File: config.mk
export PLATFORM = sky130hd
export DESIGN_NAME = dac_dither_sequencer
export DESIGN_NICKNAME = d
export VERILOG_FILES = /design/src/rtl/dds_pkg.sv /design/src/rtl/dds_conv_timer.sv /design/src/rtl/dds_slot_spreader.sv /design/src/rtl/dac_dither_sequencer.sv
export SDC_FILE = /design/constraint.sdc
export NUM_CORES = 1
export LEC_CHECK = 0
export BUFFER_PORTS_ARGS = -buffer_cell sky130_fd_sc_hd__buf_2
export CAP_MARGIN = 20
export CORE_ASPECT_RATIO = 0.5
export CORE_UTILIZATION = 37
export CTS_CLUSTER_SIZE = 30
export DETAILED_ROUTE_END_ITERATION = 12
export GPL_ROUTABILITY_DRIVEN = 0
export MAX_ROUTING_LAYER = met4
export PLACE_DENSITY = 0.56
export SKIP_LAST_GASP = 1
export SLEW_MARGIN = 20
export SYNTH_ARGS = -nofsm -noshare
export SYNTH_HDL_FRONTEND = slang
export SYNTH_HIERARCHICAL = 1
export SYNTH_SLANG_ARGS = --single-unit
export TNS_END_PERCENT = 100
File: constraint.sdc
create_clock -name clk -period 3.2 [get_ports clk]
set_input_delay 0.32 -clock clk [delete_from_list [all_inputs] [get_ports clk]]
set_output_delay 0.32 -clock clk [all_outputs]
set_load 0.01 [all_outputs]
File: src/rtl/dds_pkg.sv
package dds_pkg;
  parameter int CODE_W   = 12;
  parameter int FRAC_W   = 4;
  parameter int SAMPLE_W = CODE_W + FRAC_W;
  parameter int SUBS     = 1 << FRAC_W;

  typedef logic [CODE_W-1:0]   code_t;
  typedef logic [SAMPLE_W-1:0] sample_t;

  // Code field taken from a sample: dithered words always use the high bits.
  function automatic code_t field_code(sample_t s, logic dith, logic ladj);
    if (dith || ladj) return s[SAMPLE_W-1:FRAC_W];
    return s[CODE_W-1:0];
  endfunction

  // Add one to a code, pinned at full scale.
  function automatic code_t sat_inc(code_t c, logic inc);
    if (inc && (c != '1)) return c + code_t'(1);
    return c;
  endfunction
endpackage

File: src/rtl/dds_conv_timer.sv
module dds_conv_timer #(
  parameter int CONV_CYCLES = 24,
  parameter int TW          = 5
) (
  input  logic          clk,
  input  logic          rst,
  input  logic          load,
  output logic [TW-1:0] count,
  output logic          done
);
  logic [TW-1:0] cnt_q;

  always_ff @(posedge clk) begin
    if (rst)                cnt_q <= '0;
    else if (load)          cnt_q <= TW'(CONV_CYCLES - 1);
    else if (cnt_q != '0)   cnt_q <= cnt_q - TW'(1);
  end

  assign count = cnt_q;
  assign done  = (cnt_q == '0);

  // a load always starts a full window
  a_r7_load_full: assert property (@(posedge clk) disable iff (rst)
    load |=> (count == TW'(CONV_CYCLES - 1)));
endmodule

File: src/rtl/dds_slot_spreader.sv
module dds_slot_spreader import dds_pkg::*; (
  input  logic              clk,
  input  logic              rst,
  input  logic              start,
  input  logic [FRAC_W-1:0] start_frac,
  input  logic              step,
  output logic [FRAC_W-1:0] slot,
  output logic              plus_one
);
  logic [FRAC_W-1:0] frac_q, acc_q, slot_q;
  logic [FRAC_W:0]   sum;

  assign sum      = {1'b0, acc_q} + {1'b0, frac_q};
  assign plus_one = sum[FRAC_W];
  assign slot     = slot_q;

  always_ff @(posedge clk) begin
    if (rst) begin
      frac_q <= '0;
      acc_q  <= '0;
      slot_q <= '0;
    end else if (start) begin
      // slot 0: accumulator moves from 0 to N, never a carry
      frac_q <= start_frac;
      acc_q  <= start_frac;
      slot_q <= '0;
    end else if (step) begin
      acc_q  <= sum[FRAC_W-1:0];
      slot_q <= slot_q + FRAC_W'(1);
    end
  end

  // after sixteen additions of N the accumulator is back at zero
  a_r4_acc_wraps: assert property (@(posedge clk) disable iff (rst)
    (slot == FRAC_W'(SUBS - 1)) |-> (acc_q == '0));
  // the first slot of a run is never raised
  a_r5_first_slot_base: assert property (@(posedge clk) disable iff (rst)
    start |=> (slot == '0));
endmodule

File: src/rtl/dac_dither_sequencer.sv
module dac_dither_sequencer import dds_pkg::*; #(
  parameter int CONV_CYCLES = 24
) (
  input  logic                clk,
  input  logic                rst,
  input  logic                in_valid,
  output logic                in_ready,
  input  logic [SAMPLE_W-1:0] in_sample,
  input  logic                dither_en,
  input  logic                left_adj,
  output logic                busy,
  output logic [CODE_W-1:0]   dac_code,
  output logic                dac_strobe
);
  localparam int TW = (CONV_CYCLES > 2) ? $clog2(CONV_CYCLES) : 1;

  // named events
  logic accept, step, finish, tmr_done, plus_one, last_slot;
  logic [TW-1:0]     tmr_cnt;
  logic [FRAC_W-1:0] slot;

  logic  busy_q, dith_q, strobe_q;
  code_t base_q, code_q;

  assign in_ready  = !busy_q;
  assign accept    = in_valid && !busy_q;
  assign last_slot = dith_q ? (slot == FRAC_W'(SUBS - 1)) : 1'b1;
  assign step      = busy_q && tmr_done && !last_slot;
  assign finish    = busy_q && tmr_done && last_slot;

  dds_conv_timer #(.CONV_CYCLES(CONV_CYCLES), .TW(TW)) u_tmr (
    .clk   (clk),
    .rst   (rst),
    .load  (accept || step),
    .count (tmr_cnt),
    .done  (tmr_done)
  );

  dds_slot_spreader u_spr (
    .clk        (clk),
    .rst        (rst),
    .start      (accept),
    .start_frac (in_sample[FRAC_W-1:0]),
    .step       (step),
    .slot       (slot),
    .plus_one   (plus_one)
  );

  always_ff @(posedge clk) begin
    if (rst) begin
      busy_q   <= 1'b0;
      dith_q   <= 1'b0;
      base_q   <= '0;
      code_q   <= '0;
      strobe_q <= 1'b0;
    end else begin
      strobe_q <= 1'b0;
      if (accept) begin
        busy_q   <= 1'b1;
        dith_q   <= dither_en;
        base_q   <= field_code(in_sample, dither_en, left_adj);
        code_q   <= field_code(in_sample, dither_en, left_adj);
        strobe_q <= 1'b1;
      end else if (step) begin
        code_q   <= sat_inc(base_q, plus_one);
        strobe_q <= 1'b1;
      end else if (finish) begin
        busy_q   <= 1'b0;
      end
    end
  end

  assign busy       = busy_q;
  assign dac_code   = code_q;
  assign dac_strobe = strobe_q;

  // reset state
  a_r1_reset_state: assert property (@(posedge clk)
    rst |=> (dac_code == '0 && !busy && !dac_strobe));
  // a strobe coincides with a freshly loaded timer
  a_r7_strobe_window: assert property (@(posedge clk) disable iff (rst)
    dac_strobe |-> (tmr_cnt == TW'(CONV_CYCLES - 1)));
  // no strobe inside a run before the timer expired
  a_r7_no_early: assert property (@(posedge clk) disable iff (rst)
    (dac_strobe && $past(busy_q)) |-> $past(tmr_done));
  // a dithered code is the base or one above it
  a_r4_code_range: assert property (@(posedge clk) disable iff (rst)
    (dac_strobe && dith_q) |->
      (dac_code == base_q || {1'b0, dac_code} == {1'b0, base_q} + 13'd1));
  // full scale never wraps
  a_r6_saturate: assert property (@(posedge clk) disable iff (rst)
    (dac_strobe && base_q == '1) |-> (dac_code == '1));
  // plain mode has only the first slot
  a_r8_single_slot: assert property (@(posedge clk) disable iff (rst)
    (dac_strobe && !dith_q) |-> (slot == '0));
  // latched sample is frozen while busy
  a_r9_hold_sample: assert property (@(posedge clk) disable iff (rst)
    busy_q |=> ($stable(base_q) && $stable(dith_q)));
endmodule

==> impl_metrics.csv, run 1 <==
group,metric,value,unit
placed_design,port_buffers,35,
floorplanning,start_util,0.3958,
synth,synthSimpleGateAreaFrac,0.2036,
sta,slew_headroom,0.5518,
synth,ys_ff_latch,44,
synth,synth_warnings,6,
synth,muxShareOfSynthArea,0.04548,
cts,numCtsBuffers,5,
cts,clkTransAtPathRegs,0.06,ns
synth,synth_top_family_by_area,"compound AO/OA/AOI/OAI gates",
min_path,worstHoldStart,"in_sample[3]",
synth,async_flop_share,0,
synth,synth_area_leaders,"dfxtp_1 (36%), mux2i_1 (3.6%), nand2_1 (3.6%), a31oi_1 (3.5%), ha_1 (3.5%)",
floorplanning,die_h,59.85,um
global_routing,grt_max_degree,36,
cts,clock_latency,0.29,ns
synth,synth-compound-area-share,0.2431,
sta,fmax,386.3,MHz
sta,fin_skew,0.01007,ns
setup_path,rrSetupSlack,0.61,ns
detailed_routing,ant_nets,0,
setup_path,critPathCaptureType,"flip-flop",
setup_path,r2r-end,"u_spr/slot[3]",
final_layout,syn_to_final_growth,14.30,%
cts,post_cts_buffers,0,
global_routing,antenna_found_initial,0,
detailed_routing,wire_per_inst,15.47,um
synth,syn_nets,304,
flow_run,cap_violations,0,
global_routing,grt_usage,0.1871,
synth,syn_avg_cell_area,9.004,um2
placed_design,place_ws,0.6416,ns
sta,fin_crit_sh,0.8091,
setup_path,slowest_stage,"nor4b_4",
cts,cts.sinks,44,
min_path,holdPathStages,3,
synth,synth_top_cell_by_area,"dfxtp_1",
cts,cts_tree,"yes",
detailed_routing,via_per_inst,5.514,
sta,fin_setup_tns,0,ns
floorplanning,core_area,0.006256,mm2
cts,postCtsHoldBufs,0,
setup_path,critPathMaxFanout,13,
min_path,holdPathEnd,"u_spr/frac_q[3]",
power,leakage,1.075,nW
global_routing,grt_overflow_total,0,
cts,cts_resized,0,
floorplanning,dieArea,0.007043,mm2
setup_path,rr_startpoint,"u_tmr/count[0]",
setup_path,worstPathCellList,"inv_1, ha_1, nor4b_4, nand3_1, nand2b_1, inv_1, buf_4, nand4_1, xor2_1, nor3_1",
setup_path,critPathMostFrequentCell,"inv_1",
sta,rsz0062_at_grt,"false",
placed_design,dpl.hpwl,4.335,mm
final_layout,stdcell_count,393,
detailed_routing,drt-pass1-iter-count,4,
synth,synth-adder-area-share,0.04346,
setup_path,crit_type,"flip-flop to flip-flop",
setup_path,worstPathRequired,3.41,ns
synth,synthXorXnorAreaFrac,0.02476,
detailed_routing,vias,2167,
power,power.total,1.524,mW
synth,ys_seq_area_frac,0.3557,
run_status,status,"completed",
sta,period_minus_slack,2.589,ns
detailed_routing,drc,0,
sta,drv_slew,0,
floorplanning,ios,36,
setup_path,cp.arrival,2.79,ns
synth,yosys.cell_types.count,59,
synth,synthCells,275,
final_layout,fillerInstances,611,
detailed_routing,drt-initial-drc-count,126,
synth,synth_top_area_share,0.3557,
sta,hold_violations,0,
synth,synth-edff-count,0,
power,power_density,538.5,mW/mm2
setup_path,cpPeakStageDelay,0.44,ns
global_routing,grt_pass1_wl,9.970,mm
global_routing,grt_pass1_vias,1962,
detailed_routing,wl,6.080,mm
final_layout,fin_util,0.4524,
synth,ys.flop_type,"dfxtp_1",
final_layout,fin_nets,333,
cts,htreeDepth,2,
floorplanning,die-width,117.7,um
setup_path,critPathLaunchType,"flip-flop",
cts,root_buffer,"clkbuf_16",
final_layout,diodes,0,
sta,setup_ws,0.6110,ns
synth,synth_area,0.002476,mm2
cts,cts_buffer_depth,2,
power,ir_drop,208.6,uV
final_layout,drive_gt1_frac,0.2066,
floorplanning,rows,20,
min_path,hold_class,"input port to flip-flop",
placed_design,post-place-cells,385,
sta,finalSetupViolations,0,
setup_path,reg2reg_depth,10,
sta,tightestPinTransition,0.6723,ns
-- flip-flops by register name (all words and copies together) (netlist names) --
name,flops
dith_q,1
busy,1
dac_strobe,1
dac_code,12
base_q,12
u_spr/acc_q,4
u_spr/frac_q,4
u_tmr/count,5
u_spr/slot,4
-- how the worst max path moves through the flow --
| stage | from | to | cells after the start |
|---|---|---|---|
| 2_1_floorplan | u_spr/frac_q[0] | dac_code[11] | 10 |
| 3_3_place_gp | u_spr/frac_q[0] | dac_code[11] | 10 |
| 3_5_place_dp | u_tmr/count[0] | u_spr/slot[3] | 10 |
| 4_1_cts | u_tmr/count[0] | u_spr/slot[3] | 10 |
| 5_1_grt | u_tmr/count[0] | u_spr/slot[3] | 10 |
| 6_report | u_tmr/count[0] | u_spr/slot[3] | 10 |
-- metal layers --
layer  track usage  vias up  wire length (um)
met2        0.2933       32              2672
met1        0.2487     1028              3128
met5             -        -                 0
met4       0.04212        0                74
li1              -     1098                 -
met3       0.04008        9               205
-- through the flow --
step,cell area [um2],hold WS [ns]
floorplan,2476,0.3891
global placement,2648,0.4642
detailed placement,2648,0.4717
CTS,2830,0.3173
global route,2830,0.3343
finish,2830,0.3171
-- power breakdown --
group          switching (mW)  internal, mW  total, mW  leakage (nW)
logic                   0.138         0.117      0.255         0.622
registers              0.0533         0.597      0.651         0.363
clock network           0.208         0.411      0.619        0.0901
-- synth_stat cells (all sizes together) (4+ instances only) --
master / n
nand2b: 7
o21a: 6
buf: 11
o21ai: 14
xnor2: 5
clkbuf: 8
nor2: 9
ha: 7
mux2i: 9
a211oi: 6
o221a: 4
nor3: 6
and4: 4
a31oi: 14
nand2: 24
nand3: 7
a21oi: 17
dfxtp: 44
inv: 13
nand4: 9
o211ai: 4
-- logic make-up (layout without fill, tap and decap cells) --
kind of cell / count (synthesis) / in the layout
AND/OR/NAND/NOR: 86 / 86
flip-flops: 44 / 44
multiplexers: 11 / 11
adder cells (fa/ha/maj): 8 / 8
buffers and inverters: 32 / 62
AO/OA/AOI/OAI: 87 / 87
XOR/XNOR: 7 / 7
-- layout make-up --
cell class	count	area, um2	area share
inverters	13	48.80	0.01724
flip-flops and latches	44	880.8	0.3112
repair buffers	41	220.2	0.07781
clock buffers	7	152.6	0.05393
well taps	88	110.1	0.03890
multi-input cells	199	1388	0.4903
clock inverters	1	30.03	0.01061
-- cell usage in the layout (no fill, tap or decap), types with 3 or more instances in the layout --
cell       instances
nor3_1             6
o2111ai_1          3
buf_2             35
nand3_1            7
o211ai_1           4
dfxtp_1           44
nor3b_1            3
nor2_1             8
a21oi_1           17
o21a_1             6
a211oi_1           5
o21ai_0           14
nor2b_1            3
xnor2_1            5
nand2b_1           7
ha_1               7
buf_4              6
and4_1             3
a41oi_1            3
nand2_1           24
mux2i_1            9
clkbuf_16          5
o221a_2            4
or3_1              3
inv_1             13
nand4_1            8
a31oi_1           14
-- worst max-delay path: cells and delay by family (launching register included) --
family / cells / cell delay, ns
and+or+nand+nor: 5 / 1.05
buffers and inverters: 3 / 0.74
DFF: 1 / 0.31
adders and majority gates: 1 / 0.23
xor gates and xnor gates: 1 / 0.16
(Power assumes the default switching activity.)
==> inputs of run 2 (changes only) <==
- clock period: 3.2 -> 2.39 ns (I/O delays scaled with it)
==> run 2 against run 1 <==
Compared with the run above: sequential share of layout area down 1.2 points; core utilization grew 1.9 points; non-clock buffer count increased by 9; combinational power increased by 40%; count of clock-buffer cells in the layout is the same; largest power group unchanged.
==> impl_metrics.csv, run 2 (synthesis gave the netlist of run 1 again) <==
group,metric,value,unit
run_status,status,"completed",
power,power_density,699.1,mW/mm2
sta,whs,0.2263,ns
global_routing,antenna_found_initial,0,
min_path,worstHoldStart,"in_sample[2]",
floorplanning,core_area,0.006256,mm2
detailed_routing,drt-pass1-iter-count,4,
power,leakage,1.127,nW
min_path,holdPathEnd,"u_spr/frac_q[2]",
final_layout,final_common_cell,"dfxtp_1",
final_layout,syn_to_final_growth,19.20,%
sta,period_minus_slack,2.294,ns
detailed_routing,drt-initial-drc-count,104,
final_layout,stdcell_count,402,
flow_run,cap_violations,0,
power,seqPwrFrac,0.423,
sta,setup_ws,0.09595,ns
detailed_routing,wire_per_inst,15.09,um
setup_path,worstPathCellList,"ha_4, inv_2, fa_2, nor2b_1, o21ai_1, nand2b_1, and4_4, o211ai_1, o2111ai_1, o311ai_2",
detailed_routing,wl,6.067,mm
cts,htreeDepth,2,
cts,cts.sinks,44,
detailed_routing,drt-met1-wl,3.071,mm
floorplanning,die-width,117.7,um
setup_path,reg2reg_depth,10,
placed_design,dpl.hpwl,4.357,mm
placed_design,place_ws,-0.006582,ns
final_layout,fin_util,0.4718,
sta,finalSetupViolations,0,
setup_path,critPathMaxFanout,4,
cts,root_buffer,"clkbuf_16",
placed_design,post-place-cells,392,
sta,tightestPinTransition,0.4444,ns
global_routing,grt_usage,0.1860,
setup_path,critPathLaunchType,"flip-flop",
sta,slew_headroom,0.7034,
final_layout,regArea,883.3,um2
detailed_routing,drc,0,
floorplanning,dieArea,0.007043,mm2
final_layout,diodes,0,
sta,drv_slew,0,
floorplanning,die_h,59.85,um
setup_path,slowest_stage,"fa_2",
final_layout,final_cell_mix,"dfxtp_1 (42), buf_2 (35), nand2_1 (24)",
detailed_routing,ant_nets,0,
final_layout,drive_gt1_frac,0.2643,
global_routing,grt_pass1_wl,9.860,mm
final_layout,fillerInstances,620,
sta,hold_violations,0,
power,power_switching,0.5438,mW
cts,cts_buffer_depth,2,
power,clkPwrFrac,0.404,
cts,cts_tree,"yes",
global_routing,grt_pass1_vias,2027,
power,swShare,0.2635,
global_routing,grt_overflow_total,0,
floorplanning,rows,20,
setup_path,rr_startpoint,"u_spr/acc_q[0]",
final_layout,design_area,0.002952,mm2
setup_path,critPathCaptureType,"flip-flop",
detailed_routing,met2_wirelength,2.611,mm
final_layout,fin_nets,342,
final_layout,multiInputGateArea,0.001435,mm2
floorplanning,start_util,0.3958,
power,power.total,2.063,mW
sta,fmax,435.9,MHz
setup_path,crit_type,"flip-flop to flip-flop",
setup_path,cpPeakStageDelay,0.36,ns
min_path,holdPathStages,3,
sta,rsz0062_at_grt,"true",
sta,fin_setup_tns,0,ns
placed_design,placed_area,0.002700,mm2
floorplanning,ios,36,
detailed_routing,via_per_inst,5.597,
sta,fin_skew,0.002613,ns
placed_design,port_buffers,35,
detailed_routing,top_layer,"met4",
setup_path,cp.arrival,2.44,ns
global_routing,grt_max_degree,31,
cts,postCtsHoldBufs,0,
min_path,hold_class,"input port to flip-flop",
power,ir_drop,296.2,uV
setup_path,worstPathRequired,2.54,ns
power,combPwrFrac,0.173,
setup_path,r2r-end,"dac_code[7]",
power,power.internal,1.520,mW
cts,clkTransAtPathRegs,0.06,ns
setup_path,rrSetupSlack,0.1,ns
sta,fin_crit_sh,0.9599,
detailed_routing,met3_length,273,um
cts,clock_latency,0.28,ns
cts,numCtsBuffers,5,
detailed_routing,vias,2250,
run 2: per-layer routing:
metal | GRT usage | vias to the layer above
li1 | - | 1113
met3 | 0.04008 | 11
met4 | 0.06410 | 0
met2 | 0.2899 | 54
met1 | 0.2416 | 1072
met5 | - | -
run 2: final cells by class:
cell class | instances | area share
clock buffer | 7 | 0.05172
clock inverter | 1 | 0.01017
inverter | 13 | 0.01653
multi-input combinational | 199 | 0.4862
sequential | 44 | 0.2993
tap | 88 | 0.03730
timing repair buffer | 50 | 0.09877
run 2: critical path: cells and delay by family, from the launching register on:
family	cells	cell delay [ns]
AOI/OAI and AO/OA	4	0.73
adders and majority gates	2	0.50
DFF	1	0.35
buffers and inverters	1	0.04
and+or+nand+nor	3	0.53
run 2: worst max path at each step:
stage / from / endpoint / slack [ns] / depth (start not counted)
2_1_floorplan: u_spr/frac_q[0] / dac_code[11] / 0.09 / 10
3_3_place_gp: u_spr/frac_q[0] / dac_code[6] / 0.03 / 11
3_5_place_dp: u_spr/frac_q[0] / dac_code[6] / -0.007 / 11
4_1_cts: u_spr/frac_q[0] / dac_code[11] / 0.05 / 10
5_1_grt: u_spr/acc_q[0] / dac_code[7] / -0.07 / 10
6_report: u_spr/acc_q[0] / dac_code[7] / 0.1 / 10
run 2: power by group through the flow:
stage,combinational (mW),clock [mW],sequential [mW]
after floorplan,0.267,0,0.870
after global placement,0.341,0,0.881
after detailed placement,0.349,0,0.885
after CTS,0.352,0.851,0.869
after global routing,0.399,0.878,0.883
final,0.357,0.835,0.872
run 2: repair_timing:
| item | CTS | global route |
|---|---|---|
| setup endpoints to repair | 2 | 8 |
| cloned | 0 | 0 |
| resized for setup | 3 | 12 |
| pin swaps | 0 | 11 |
| hold endpoints to repair | 0 | 0 |
| buffers inserted | 0 | 2 |
